===== src/rtl/cs_gpo_pkg.sv =====
package cs_gpo_pkg;
  typedef enum logic {
    CS_RELEASE = 1'b0,
    CS_SELECT  = 1'b1
  } cs_action_e;

  function automatic logic [7:0] merge_masks(input logic [7:0] a, input logic [7:0] b);
    return a | b;
  endfunction
endpackage


===== src/rtl/cs_sel_decode.sv =====
module cs_sel_decode #(
  parameter int NPIN  = 8,
  parameter int NUM_W = 4,
  parameter int BASE  = 1
) (
  input  logic             sel_we_i,
  input  logic [NUM_W-1:0] sel_num_i,
  input  logic             sel_assert_i,
  input  logic [NPIN-1:0]  cs_mode_i,
  output logic [NPIN-1:0]  set_o,
  output logic [NPIN-1:0]  clr_o
);
  import cs_gpo_pkg::*;

  localparam int IDX_W = NUM_W + 1;
  localparam logic [IDX_W-1:0] BASE_V = IDX_W'(BASE);
  localparam logic [IDX_W-1:0] LAST_V = IDX_W'(BASE + NPIN);

  logic [IDX_W-1:0] num_ext;
  logic [IDX_W-1:0] idx;
  logic             in_range;
  cs_action_e       act;

  assign num_ext  = {1'b0, sel_num_i};
  assign idx      = num_ext - BASE_V;
  assign in_range = sel_we_i && (num_ext >= BASE_V) && (num_ext < LAST_V);
  assign act      = cs_action_e'(sel_assert_i);

  for (genvar i = 0; i < NPIN; i++) begin : g_pin
    logic hit;
    assign hit      = in_range && (idx == IDX_W'(i)) && cs_mode_i[i];
    assign set_o[i] = hit && (act == CS_RELEASE);
    assign clr_o[i] = hit && (act == CS_SELECT);
  end
endmodule


===== src/rtl/cs_latch_bank.sv =====
module cs_latch_bank #(
  parameter int NPIN = 8
) (
  input  logic            clk_i,
  input  logic            rst_ni,
  input  logic [NPIN-1:0] set_i,
  input  logic [NPIN-1:0] clr_i,
  output logic [NPIN-1:0] q_o
);
  for (genvar i = 0; i < NPIN; i++) begin : g_bit
    always_ff @(posedge clk_i or negedge rst_ni) begin
      if (!rst_ni)       q_o[i] <= 1'b0;
      else if (clr_i[i]) q_o[i] <= 1'b0;   // clear has priority
      else if (set_i[i]) q_o[i] <= 1'b1;
    end
  end
endmodule


===== src/rtl/cs_gpo_unit.sv =====
module cs_gpo_unit #(
  parameter int NPIN  = 8,
  parameter int NUM_W = 4,
  parameter int BASE  = 1
) (
  input  logic              clk_i,
  input  logic              rst_ni,
  input  logic              cfg_we_i,
  input  logic [2*NPIN-1:0] cfg_wdata_i,
  input  logic              sc_we_i,
  input  logic [2*NPIN-1:0] sc_wdata_i,
  input  logic              sel_we_i,
  input  logic [NUM_W-1:0]  sel_num_i,
  input  logic              sel_assert_i,
  output logic [NPIN-1:0]   pin_o,
  output logic [NPIN-1:0]   latch_o
);
  localparam int WW = 2 * NPIN;

  logic [WW-1:0]   cfg_q;
  logic [NPIN-1:0] cs_mode, inv;
  logic [NPIN-1:0] sc_set, sc_clr, sel_set, sel_clr;

  always_ff @(posedge clk_i or negedge rst_ni) begin
    if (!rst_ni)       cfg_q <= '0;
    else if (cfg_we_i) cfg_q <= cfg_wdata_i;
  end

  assign cs_mode = cfg_q[WW-1:NPIN];
  assign inv     = cfg_q[NPIN-1:0];
  assign sc_set  = sc_we_i ? sc_wdata_i[WW-1:NPIN] : '0;
  assign sc_clr  = sc_we_i ? sc_wdata_i[NPIN-1:0]  : '0;

  cs_sel_decode #(.NPIN(NPIN), .NUM_W(NUM_W), .BASE(BASE)) u_dec (
    .sel_we_i    (sel_we_i),
    .sel_num_i   (sel_num_i),
    .sel_assert_i(sel_assert_i),
    .cs_mode_i   (cs_mode),
    .set_o       (sel_set),
    .clr_o       (sel_clr)
  );

  cs_latch_bank #(.NPIN(NPIN)) u_bank (
    .clk_i (clk_i),
    .rst_ni(rst_ni),
    .set_i (sc_set | sel_set),
    .clr_i (sc_clr | sel_clr),
    .q_o   (latch_o)
  );

  assign pin_o = latch_o ^ inv;
endmodule


===== config.mk =====
export PLATFORM = sky130hd
export DESIGN_NAME = cs_gpo_unit
export DESIGN_NICKNAME = d
export VERILOG_FILES = /design/src/rtl/cs_gpo_pkg.sv /design/src/rtl/cs_sel_decode.sv /design/src/rtl/cs_latch_bank.sv /design/src/rtl/cs_gpo_unit.sv
export SDC_FILE = /design/constraint.sdc
export NUM_CORES = 1
export LEC_CHECK = 0
export ABC_AREA = 1
export BUFFER_PORTS_ARGS = -buffer_cell sky130_fd_sc_hd__buf_2
export CELL_PAD_IN_SITES_DETAIL_PLACEMENT = 2
export CELL_PAD_IN_SITES_GLOBAL_PLACEMENT = 2
export CORE_UTILIZATION = 27
export CTS_BUF_LIST = sky130_fd_sc_hd__clkbuf_8
export CTS_CLUSTER_DIAMETER = 80
export DETAILED_ROUTE_END_ITERATION = 6
export GPL_ROUTABILITY_DRIVEN = 0
export PLACE_DENSITY = 0.87
export SLEW_MARGIN = 20
export SYNTH_ARGS = -nofsm -noshare
export SYNTH_HDL_FRONTEND = slang
export SYNTH_SLANG_ARGS = --single-unit
export TNS_END_PERCENT = 5

===== constraint.sdc =====
create_clock -name clk_i -period 1.3 [get_ports clk_i]
set_clock_uncertainty 0.2 [all_clocks]
set_input_delay 0.13 -clock clk_i [delete_from_list [all_inputs] [get_ports clk_i]]
set_output_delay 0.13 -clock clk_i [all_outputs]
set_load 0.05 [all_outputs]

==> results.json <==
{
  "ir_worst_vdd_v": 0.000593,
  "end_kind": "primary output",
  "nets": 288,
  "dp_worst_setup_slack_ns": -0.0339,
  "synth.most_common_cell": "nand2_1",
  "ys.flop_type": "dfrtp_1",
  "dp_hpwl_mm": 3.15,
  "synth-edff-count": 0,
  "critical_path_class": "flip-flop to primary output",
  "grt_pass1_wl_mm": 8.97,
  "die_width_um": 71.8,
  "coreArea_um2": 4690,
  "cts_tree": "yes",
  "p_int_mw": 1.69,
  "wl_mm": 5.76,
  "rsz0062_at_grt": "true",
  "crit_arrival_ns": 1.13,
  "slew_headroom": 0.774,
  "ys_seq_area_frac": 0.457,
  "vias": 1444,
  "antenna_found_initial": 0,
  "rrSetupSlack_ns": 0.07,
  "drc_errors": 0,
  "gr-usage-all-layers": 0.240,
  "yosysWarnings": 0,
  "overflow": 0,
  "synth_seq_cells": 24,
  "syn_avg_cell_area_um2": 8.65,
  "root_buffer": "clkbuf_8",
  "dieArea_um2": 5150,
  "synth_top_cells_by_count": "40 x nand2_1, 24 x dfrtp_1, 14 x nor2_1",
  "fin_crit_sh": 1.12,
  "postRouteAntennaNets": 0,
  "cp_max_fo": 2,
  "p_seq_frac": 0.361,
  "syn2layout_area_growth_pct": 78.8,
  "leakage_nw": 1.10,
  "grt_max_degree": 20,
  "drt_pass1_iterations": 4,
  "setup_slack_ns": -0.155,
  "synth_area_leader_cell": "dfrtp_1",
  "p_sw_frac": 0.368,
  "r2r_start": "cfg_q[10]",
  "syn_area_um2": 1320,
  "numCtsBuffers": 3,
  "htree_levels": 1,
  "io_pins": 58,
  "p_clk_frac": 0.257,
  "setup_violations": 8,
  "ys_types": 21,
  "insertion_delay_ns": 0.28,
  "syn-num-nets": 194,
  "hold_viol_final": 0,
  "yosysTopAreaCellShare": 0.457,
  "fin_hold_ws_ns": 0.0618,
  "die_y_um": 71.8,
  "min_period_ns": 1.46,
  "clkSlewWorstSetupHoldPaths_ns": 0.10,
  "vias_per_cell": 4.83,
  "drt-initial-drc-count": 46,
  "io_buffers": 57,
  "grt_pass1_vias": 1691,
  "worstHoldPathType": "input port to asynchronous set/reset pin",
  "run_status": "complete, but fails checks",
  "layout-drive-gt1-share": 0.461,
  "clock_sink_count": 24,
  "synth_cells": 152,
  "violations": "setup timing",
  "reg2reg_to": "u_bank.q_o[2]",
  "finalMaxSlewViolations": 0,
  "netlist_top_cells_area": "dfrtp_1 46%, nand2_1 11%, mux2_2 11%",
  "power.density_nw_per_um2": 1140,
  "r2r_cells": 5,
  "cp.required_ns": 0.97,
  "worst_pin_slew_ns": 0.339,
  "share_comb_of_total_power": 0.382,
  "maxCapViolCount": 0,
  "rows": 25,
  "routedWlPerCell_um": 19.3,
  "synth-async-reset-ratio": 1.00,
  "fmax_mhz": 687,
  "clock_path_buffers": 2,
  "num_antenna_cells": 0,
  "start_util": 0.280,
  "switching_power_uw": 987,
  "start_kind": "flip-flop"
}
state kept, by name, indices dropped and copies added, names as in the netlist:
| register | count |
|---|---|
| u_bank.q_o | 8 |
| cfg_q | 16 |
through the flow:
step	util	TNS (ns)	std cells	power (mW)	cell area, um^2
floorplan	-	-0.763	152	1.51	1470
global placement	0.395	-0.00394	264	1.73	1850
detailed placement	0.395	-0.114	264	1.76	1850
CTS	0.492	-0.985	298	2.65	2310
global route	0.501	-1.22	299	2.79	2350
finish	0.501	-0.899	299	2.68	2350
layout make-up:
type                    count  area [um^2]
clock buffers               3         41.3
inverters                  13         48.8
fillers                   507         2340
multi-input cells         111          795
well taps                  54         67.6
clock inverters             1         30.0
flip-flops and latches     24          621
repair buffers             93          748
worst max-delay path, cell delays in order (launching register included):
cell and delay [ns]:
dfrtp_2 0.46, xor2_4 0.20, buf_6 0.18
logic make-up after synthesis:
family,share of synthesized area
AND/OR/NAND/NOR,0.255
AO/OA/AOI/OAI,0.0647
buffers and inverters,0.0590
multiplexers,0.111
XOR/XNOR,0.0533
flip-flops,0.457
worst max-delay path by stage:
stage                  start             to  slack [ns]
2_1_floorplan  u_bank.q_o[4]       pin_o[4]       -0.11
3_3_place_gp    sel_num_i[0]  u_bank.q_o[6]      -0.004
3_5_place_dp    sel_num_i[0]  u_bank.q_o[3]       -0.03
4_1_cts        u_bank.q_o[7]       pin_o[7]       -0.12
5_1_grt             cfg_q[1]       pin_o[1]       -0.19
6_report            cfg_q[1]       pin_o[1]       -0.16
layer usage:
metal,global-route usage,vias to the layer above,wire (um)
li1,-,669,-
met1,0.265,722,2230
met2,0.462,41,3230
met3,0.0338,12,132
met4,0.0893,0,163
met5,0,-,0
layout by cell type, fill, tap and decap left out:
master,synthesis,routed
nor3_1,2,2
buf_6,0,14
nand2_2,2,2
nor3_2,2,2
xor2_4,0,8
nand4_1,1,1
dlygate4sd3_1,0,30
a21boi_0,1,1
nand3_2,1,1
dfrtp_2,0,16
inv_1,13,13
nand3_1,10,10
dfrtp_1,24,8
mux2_2,13,13
nor2_2,2,2
o21ai_1,1,3
nand2_1,40,40
nor2_4,1,2
clkbuf_8,1,3
nor2_1,14,13
bufinv_16,0,1
a21o_1,3,3
buf_12,0,2
a21oi_1,5,5
o21ai_0,5,3
buf_2,3,41
buf_4,0,6
power groups by stage:
| stage | Sequential, mW | Combinational (mW) | Clock, mW |
|---|---|---|---|
| 2_1_floorplan | 1.05 | 0.459 | 0 |
| 3_3_place_gp | 0.953 | 0.781 | 0 |
| 3_5_place_dp | 0.960 | 0.800 | 0 |
| 4_1_cts | 0.957 | 0.977 | 0.713 |
| 5_1_grt | 0.980 | 1.08 | 0.729 |
| 6_report | 0.966 | 1.02 | 0.690 |
repair_timing:
action,in CTS,in global routing
hold buffers,29,1
gates resized for setup,37,13
hold endpoints to repair,48,1
gates cloned,0,0
pin swaps,3,3
endpoints found under the setup margin,16,19
setup buffers,1,0
Power figures use the tool's default switching activity.
